**src/rtl/nvs_pkg.sv**
```systemverilog
package nvs_pkg;
  typedef enum logic [2:0] {
    SQ_IDLE,
    SQ_ERASE,
    SQ_PROG,
    SQ_SWAIT,
    SQ_CLEAR,
    SQ_XFER,
    SQ_RWAIT
  } seq_state_t;
endpackage

```
**src/rtl/nvs_spram.sv**
```systemverilog
module nvs_spram #(
  parameter int ADDR_W = 5,
  parameter int DATA_W = 8
) (
  input  logic              clk,
  input  logic              we,
  input  logic [ADDR_W-1:0] addr,
  input  logic [DATA_W-1:0] wdata,
  output logic [DATA_W-1:0] rdata
);
  localparam int DEPTH = 1 << ADDR_W;

  logic [DATA_W-1:0] mem [DEPTH];

  // read-first single port, inferable as block RAM
  always_ff @(posedge clk) begin
    if (we) mem[addr] <= wdata;
    rdata <= mem[addr];
  end
endmodule

```
**src/rtl/nvs_sequencer.sv**
```systemverilog
module nvs_sequencer
  import nvs_pkg::*;
#(
  parameter int ADDR_W      = 5,
  parameter int STORE_TAIL  = 12,
  parameter int RECALL_TAIL = 4
) (
  input  logic              clk,
  input  logic              rst,
  input  logic              store_req,
  input  logic              recall_req,
  output logic              busy,
  output logic              done,
  output logic              sram_we,
  output logic [ADDR_W-1:0] sram_addr,
  output logic              sram_copy,
  output logic              shd_we,
  output logic [ADDR_W-1:0] shd_addr,
  output logic              shd_copy
);
  localparam int DEPTH    = 1 << ADDR_W;
  localparam int TAIL_MAX = (STORE_TAIL > RECALL_TAIL) ? STORE_TAIL : RECALL_TAIL;
  localparam int TAIL_W   = $clog2(TAIL_MAX + 1);
  localparam int CNT_W    = (TAIL_W > ADDR_W) ? TAIL_W : ADDR_W;

  seq_state_t        state, nxt;
  logic [CNT_W-1:0]  cnt;
  logic              word_last, stail_last, rtail_last;
  logic              pend_q, pend_to_shd_q;
  logic [ADDR_W-1:0] pend_addr_q;
  logic [ADDR_W-1:0] cnt_addr;

  assign cnt_addr   = cnt[ADDR_W-1:0];
  assign word_last  = (cnt == CNT_W'(DEPTH - 1));
  assign stail_last = (cnt == CNT_W'(STORE_TAIL - 1));
  assign rtail_last = (cnt == CNT_W'(RECALL_TAIL - 1));

  always_comb begin
    nxt = state;
    unique case (state)
      SQ_IDLE:  if (store_req) nxt = SQ_ERASE;
                else if (recall_req) nxt = SQ_CLEAR;
      SQ_ERASE: if (word_last) nxt = SQ_PROG;
      SQ_PROG:  if (word_last) nxt = SQ_SWAIT;
      SQ_SWAIT: if (stail_last) nxt = SQ_IDLE;
      SQ_CLEAR: if (word_last) nxt = SQ_XFER;
      SQ_XFER:  if (word_last) nxt = SQ_RWAIT;
      SQ_RWAIT: if (rtail_last) nxt = SQ_IDLE;
      default:  nxt = SQ_IDLE;
    endcase
  end

  always_ff @(posedge clk) begin
    if (rst) begin
      state <= SQ_IDLE;
      cnt   <= '0;
      busy  <= 1'b0;
      done  <= 1'b0;
    end else begin
      state <= nxt;
      cnt   <= (nxt != state) ? '0 : cnt + 1'b1;
      busy  <= (nxt != SQ_IDLE);
      done  <= (state == SQ_SWAIT && stail_last) || (state == SQ_RWAIT && rtail_last);
    end
  end

  // copy pipeline: read issued at cnt, write lands one cycle later
  always_ff @(posedge clk) begin
    if (rst) begin
      pend_q        <= 1'b0;
      pend_to_shd_q <= 1'b0;
      pend_addr_q   <= '0;
    end else begin
      pend_q        <= (state == SQ_PROG) || (state == SQ_XFER);
      pend_to_shd_q <= (state == SQ_PROG);
      pend_addr_q   <= cnt_addr;
    end
  end

  always_comb begin
    shd_we    = (state == SQ_ERASE) || (pend_q && pend_to_shd_q);
    shd_copy  = pend_q && pend_to_shd_q;
    shd_addr  = shd_copy ? pend_addr_q : cnt_addr;
    sram_copy = pend_q && !pend_to_shd_q;
    sram_we   = (state == SQ_CLEAR) || sram_copy;
    sram_addr = sram_copy ? pend_addr_q : cnt_addr;
  end
endmodule

```
**src/rtl/nvs_engine.sv**
```systemverilog
module nvs_engine #(
  parameter int ADDR_W      = 5,
  parameter int DATA_W      = 8,
  parameter int STORE_TAIL  = 12,
  parameter int RECALL_TAIL = 4
) (
  input  logic              clk,
  input  logic              rst,
  input  logic              host_en,
  input  logic              host_we,
  input  logic [ADDR_W-1:0] host_addr,
  input  logic [DATA_W-1:0] host_wdata,
  output logic [DATA_W-1:0] host_rdata,
  output logic              host_rvalid,
  input  logic              store_req,
  input  logic              recall_req,
  output logic              busy,
  output logic              done
);
  logic              e_sram_we, e_sram_copy, e_shd_we, e_shd_copy;
  logic [ADDR_W-1:0] e_sram_addr, e_shd_addr;
  logic              w_we;
  logic [ADDR_W-1:0] w_addr;
  logic [DATA_W-1:0] w_wdata, w_rdata, s_wdata, s_rdata;
  logic              rvalid_q;

  nvs_sequencer #(
    .ADDR_W(ADDR_W), .STORE_TAIL(STORE_TAIL), .RECALL_TAIL(RECALL_TAIL)
  ) u_seq (
    .clk(clk), .rst(rst), .store_req(store_req), .recall_req(recall_req),
    .busy(busy), .done(done),
    .sram_we(e_sram_we), .sram_addr(e_sram_addr), .sram_copy(e_sram_copy),
    .shd_we(e_shd_we), .shd_addr(e_shd_addr), .shd_copy(e_shd_copy)
  );

  // working array: host owns the port while idle
  always_comb begin
    if (busy) begin
      w_we    = e_sram_we;
      w_addr  = e_sram_addr;
      w_wdata = e_sram_copy ? s_rdata : '0;
    end else begin
      w_we    = host_en && host_we;
      w_addr  = host_addr;
      w_wdata = host_wdata;
    end
  end

  assign s_wdata = e_shd_copy ? w_rdata : '1;

  nvs_spram #(.ADDR_W(ADDR_W), .DATA_W(DATA_W)) u_work (
    .clk(clk), .we(w_we), .addr(w_addr), .wdata(w_wdata), .rdata(w_rdata)
  );

  nvs_spram #(.ADDR_W(ADDR_W), .DATA_W(DATA_W)) u_shadow (
    .clk(clk), .we(e_shd_we), .addr(e_shd_addr), .wdata(s_wdata), .rdata(s_rdata)
  );

  always_ff @(posedge clk) begin
    if (rst) rvalid_q <= 1'b0;
    else     rvalid_q <= host_en && !host_we && !busy;
  end

  assign host_rvalid = rvalid_q;
  assign host_rdata  = rvalid_q ? w_rdata : '0;
endmodule

```
**config.mk**
```make
export PLATFORM = sky130hd
export DESIGN_NAME = nvs_engine
export DESIGN_NICKNAME = d
export VERILOG_FILES = /design/src/rtl/nvs_pkg.sv /design/src/rtl/nvs_spram.sv /design/src/rtl/nvs_sequencer.sv /design/src/rtl/nvs_engine.sv
export SDC_FILE = /design/constraint.sdc
export NUM_CORES = 1
export LEC_CHECK = 0
export ABC_AREA = 0
export BUFFER_PORTS_ARGS = -buffer_cell sky130_fd_sc_hd__buf_2
export CORE_MARGIN = 1
export CORE_UTILIZATION = 45
export DETAILED_ROUTE_END_ITERATION = 12
export PLACE_DENSITY = 0.59
export SLEW_MARGIN = 0
export SYNTH_ARGS = -nofsm -noshare
export SYNTH_HDL_FRONTEND = slang
export SYNTH_SLANG_ARGS = --single-unit
```
**constraint.sdc**
```tcl
create_clock -name clk -period 2.95 [get_ports clk]
set_input_delay 0.4425 -clock clk [delete_from_list [all_inputs] [get_ports clk]]
set_output_delay 0.4425 -clock clk [all_outputs]
set_load 0.05 [all_outputs]
```
# --- After elaboration in Yosys (flattened, before gate mapping) ---
# Memories as Yosys holds them, arrays and structs flattened. A register that Yosys moved wholly into a read port is not among the register bits.
# Cells that the tools add are included.
classes:
  addsub: 1
  eq_ne: 10
  n_mux: 21
  n_reduce_logical: 17
op_table:
  columns: ["cell", "n"]
  rows:
  - ["$mux W8", 4]
  - ["$mux W3", 8]
  - ["$pmux W3 S7", 1]
  - ["$mux W5", 3]
  - ["$eq A3 B3 Y1 const B", 3]
  - ["$logic_and A1 B1 Y1", 7]
  - ["$eq A3 B2 Y1 const B", 2]
  - ["$add A5 B1 Y5 const B", 1]
  - ["$eq A5 B2 Y1 const B", 1]
  - ["$eq A5 B4 Y1 const B", 1]
  - ["$eq A5 B5 Y1 const B", 1]
  - ["$mux W1", 5]
  - ["$logic_or A1 B1 Y1", 4]
  - ["$eq A3 B1 Y1 const B", 1]
  - ["$logic_not A1 Y1", 3]
  - ["$logic_not A3 Y1", 1]
  - ["$ne A3 B3 Y1", 1]
  - ["$reduce_bool A3 Y1", 1]
  - ["$reduce_or A2 Y1", 1]
word_totals:
  ff_bits: 18
  ram_bits: 512
  in_bits: 19
  out_inout_bits: 11
  wordCells: 59
  n_memories: 2
memory_table:
  columns: ["memory", "depth", "word_bits", "rd", "rd_clocked_by_memory_dff", "wr", "line_no", "rtl"]
  rows:
  - ["u_shadow.mem", 32, 8, 1, 1, 1, "nvs_spram.sv:13", "logic [DATA_W-1:0] mem [DEPTH];"]
  - ["u_work.mem", 32, 8, 1, 1, 1, "nvs_spram.sv:13", null]

# --- Logic depth before layout (Yosys ltp) ---
depth:
  depth_word: 6
  ltp_mapped: 10

# --- By module ---
# A second synthesis with hierarchy kept.
hier_totals:
  cells_unflattened: 1283
  area_unflattened_um2: 21639.5
modules_own_cells:
  columns: ["mod", "n_inst", "cells_per_inst", "area_each_um2", "seq_area_each_um2"]
  rows:
  - ["nvs_spram", 2, 576, 10206.0, 7847.5]
  - ["nvs_sequencer", 1, 93, 924.6, 340.3]
  - ["nvs_engine", 1, 38, 302.8, 20.0]

# --- Least setup slack after synthesis ---
# Ideal clock, no wire load.
synth_timing:
  path_type: "reg2reg"
  startpoint: "reg u_seq.busy"
  endpoint: "mem u_work.mem[0][5] (data pin)"
  setup_ns: 0.454
  arrival_time_ns: 2.462
  slack_ns: 0.034
  stages_incl_launch_ff: 5
  period_less_slack_ns: 2.916
  path_cell_list: "dfxtp_1 > buf_2 > clkbuf_1 > clkbuf_1 > o21ai_0"
synth_between:
  elab_chain_cells: 1
synth_rtl:
  columns: ["element", "line_no", "rtl"]
  rows:
  - ["start: declaration", "nvs_sequencer.sv:12", "output logic busy,"]
  - ["start signal: assignment", "nvs_sequencer.sv:62", "busy <= (nxt != SQ_IDLE);"]
  - ["$mux W8", "nvs_engine.sv:38", "if (busy) begin"]
  - ["net u_work.wdata[5]", "nvs_spram.sv:8", "input logic [DATA_W-1:0] wdata,"]
  - ["end: declaration", "nvs_spram.sv:13", null]
# The timed path passes the listed nets, and every way through them passes these cells.

# --- Worst setup path after layout ---
layout_timing:
  startpoint: "reg u_seq.pend_q"
  endpoint: "reg u_work.rdata[5], read port of u_work.mem"
layout_between:
  elab_chain_cells: 3
layout_rtl:
  columns: ["element", "line_no", "rtl"]
  rows:
  - ["start: declaration", "nvs_sequencer.sv:29", "logic pend_q, pend_to_shd_q;"]
  - ["start signal: assignment", "nvs_sequencer.sv:74", "pend_q <= (state == SQ_PROG) || (state == SQ_XFER);"]
  - ["$logic_and A1 B1 Y1", "nvs_sequencer.sv:84", "sram_copy = pend_q && !pend_to_shd_q;"]
  - ["$mux W5", "nvs_sequencer.sv:86", "sram_addr = sram_copy ? pend_addr_q : cnt_addr;"]
  - ["$mux W5", "nvs_engine.sv:38", null]
  - ["end: declaration", "nvs_spram.sv:9", "output logic [DATA_W-1:0] rdata"]
# Every way passes these cells.
# A chain may end at the register's enable or synchronous reset.

==> results.toml <==
[status]
status = "finished clean"

[sta]
setup_tns_ns = 0
rsz0062_at_grt = "false"
tightestPinTransition_ns = 1.13
min_period_ns = 2.85
slew_headroom_pct = 24.9
finalSetupViolCount = 0
drv_slew = 0
fmax_ghz = 0.350
hold_violations = 0
skew_ns = 0.0377
min_period_over_period_pct = 96.7

[finish]
nNetsFinal = 1455
final_util_pct = 53.8
postLayoutCellArea_sq_um = 24600
area_delta_synth_final_pct = 16.9
final_cell_mix = "edfxtp_1, buf_4, mux2i_1"
final_layout_size_suffix_gt1_share_pct = 19.0
antennaDiodeCount = 0
final_common_cell = "edfxtp_1"

[global_route]
grt_start_max_net_pins = 65
grt_pass1_vias = 12171
grt.met3_usage_pct = 4.84
met1_usage_pct = 33.5
grt_usage_pct = 22.6
grt_pass1_wl_um = 79100
met2_usage_pct = 33.7
antenna_found_initial = 1
busiest_layer = "met2"
grt_remaining_overflow = 0

[drt]
drt_iter0_drc = 1257
avgViaCountPerCell = 5.94
drc = 0
routed_wl_um = 52900
ant_nets = 0
wl_per_cell_um = 25.5
via_count = 12331
drtPass1Iterations = 6

[power_and_ir_drop]
ir_drop_mv = 0.528
power_density_nw_per_um2 = 671
power_mw = 16.5
power_leakage_nw = 9.07

[placed_design]
gp_congestion = 0.915
hpwlAfterDp_um = 34500
placed_cell_area_sq_um = 22900
io_buffer_count = 29

[setup_path]
rr_startpoint = "u_seq.pend_q"
critPathCaptureType = "register"
cpPeakStageDelay_ns = 0.86
arrival_ns = 3.39
crit_type = "register to register"
cp_slowest_cell = "o211ai_1"
worst_setup_path_start_kind = "register"
required_ns = 3.48
worstPathCellList = "nor2b_1 -> buf_4 -> o211ai_1 -> nand4_1 -> buf_4 -> o22ai_1 -> nor4_2 -> buf_4 -> nand2_1"
crit_path_frequent_cell = "buf_4"
critPathMaxFanout = 18
cp-startpoint = "u_seq.pend_q"

[logic_synthesis]
synth.net_count = 1290
syn_inst = 1269
synth_ff_type = "edfxtp_1"
ys_ff_latch = 546
ys_types = 47
avgSynthCellArea_sq_um = 16.6
yosysSeqAreaShare_pct = 76.2
synth_edf_count = 512
async_reset_ff_share_pct = 0
synthesis.area_sq_um = 21100
ys.warnings.count = 0

[run]
maxCapViolCount = 0

[clock_network]
root_buffer = "clkbuf_16"
cts_setup_buffers = 0
clkTransAtPathRegs_ns = 0.06
clkLatencyLatePin_ns = 0.62
ctsLongestPathBuffers = 3
cts_tree = "done"
cts_sinks = 546
cts_buffers = 55
htree_levels = 2

[min_path]
hp-start = "host_en"
hold_class = "input pin to register"

[floorplanning]
rows = 78
core_area_sq_um = 45800
die-area_sq_um = 47700
die_w_um = 218
die_y_um = 218
start_util_pct = 46.0
ios = 30
synthesized netlist by cell type, types with 2 or more instances:
| cell | instances | area [sq um] |
|---|---|---|
| and3_1 | 9 | 56.3 |
| buf_4 | 4 | 30.0 |
| o31ai_1 | 2 | 15.0 |
| or4_1 | 8 | 60.1 |
| o211a_1 | 5 | 50.1 |
| a221oi_1 | 47 | 412 |
| nor4_1 | 16 | 100 |
| a22o_1 | 56 | 490 |
| buf_1 | 7 | 26.3 |
| nor2_1 | 80 | 300 |
| nand4b_1 | 7 | 61.3 |
| nand4_1 | 17 | 106 |
| nor4b_1 | 2 | 17.5 |
| o22ai_1 | 92 | 576 |
| nand3b_1 | 4 | 30.0 |
| clkbuf_1 | 23 | 86.3 |
| or3_1 | 2 | 12.5 |
| buf_6 | 6 | 67.6 |
| edfxtp_1 | 512 | 15400 |
| inv_1 | 13 | 48.8 |
| buf_2 | 28 | 140 |
| mux2i_1 | 132 | 1320 |
| o211ai_1 | 4 | 30.0 |
| ha_1 | 2 | 25.0 |
| nand2b_1 | 19 | 119 |
| a22oi_1 | 17 | 128 |
| nand2_1 | 45 | 169 |
| o21ai_1 | 2 | 10.0 |
| nor2b_1 | 6 | 37.5 |
| nand3_1 | 24 | 120 |
| dfxtp_1 | 34 | 681 |
| o21ai_0 | 13 | 65.1 |
| and2_1 | 9 | 56.3 |
| a221oi_2 | 9 | 135 |
worst max-delay path, delay by kind of cell, from the launching register on:
family / cells / cell delay [ns]
AOI/OAI and AO/OA: 2 / 1.07
and+or+nand+nor: 4 / 0.74
buffers and inverters: 3 / 0.64
DFF: 1 / 0.32
through the flow:
stage                     std cells  setup WS (ns)  hold slack [ns]
after detailed placement       1976          0.146            0.561
after global placement         1976          0.159            0.549
after floorplan                1269         0.0336            0.478
after CTS                      2077          0.105           0.0778
after global routing           2077        0.00363           0.0787
final                          2077         0.0961            0.107
worst paths after layout:
check	depth (start not counted)	slack, ns	end
setup reg to reg	9	0.1	u_work.rdata[5]
hold / removal	2	0.11	host_rvalid
hold reg to reg	1	0.57	u_seq.cnt[0]
setup / recovery	9	0.1	u_work.rdata[5]
registers in the layout, indices dropped and copies added (netlist names), 3 cells and up:
| signal | flops |
|---|---|
| u_seq.pend_addr_q | 5 |
| u_seq.state | 3 |
| u_shadow.rdata | 8 |
| u_work.mem | 256 |
| u_shadow.mem | 256 |
| u_work.rdata | 8 |
| u_seq.cnt | 5 |
where the power goes:
part	total (mW)	switching, mW	internal [mW]
sequential	8.66	0.0911	8.57
combinational	1.32	0.851	0.472
clock	6.54	2.91	3.62
repair_timing:
action / in CTS / in global routing
setup endpoints to repair: 0 / 4
resized for setup: 0 / 3
endpoints found under the hold margin: 1 / 0
hold buffers: 1 / 0
layer usage:
layer	share of wire (%)	routed length [um]
met1	45	23600
met2	45	23600
met3	8.7	4590
met4	2.2	1160
met5	0.025	13
layout make-up:
cell class              instances  area [sq um]
flip-flops and latches        546         16100
clock inverters                36           267
clock buffers                  64          1420
multi-input cells             642          4710
fillers                      3664         21100
well taps                     600           751
inverters                      13          48.8
repair buffers                176          1380
kinds of logic after synthesis:
family	share of synthesized area [%]
DFF	76.2
AOI/OAI and AO/OA	9.44
and+or+nand+nor	6.00
muxes	6.27
buffers and inverters	1.89
xor gates and xnor gates	0.0831
adders and majority gates	0.119
Note: power is estimated with default switching activity, not from simulation.
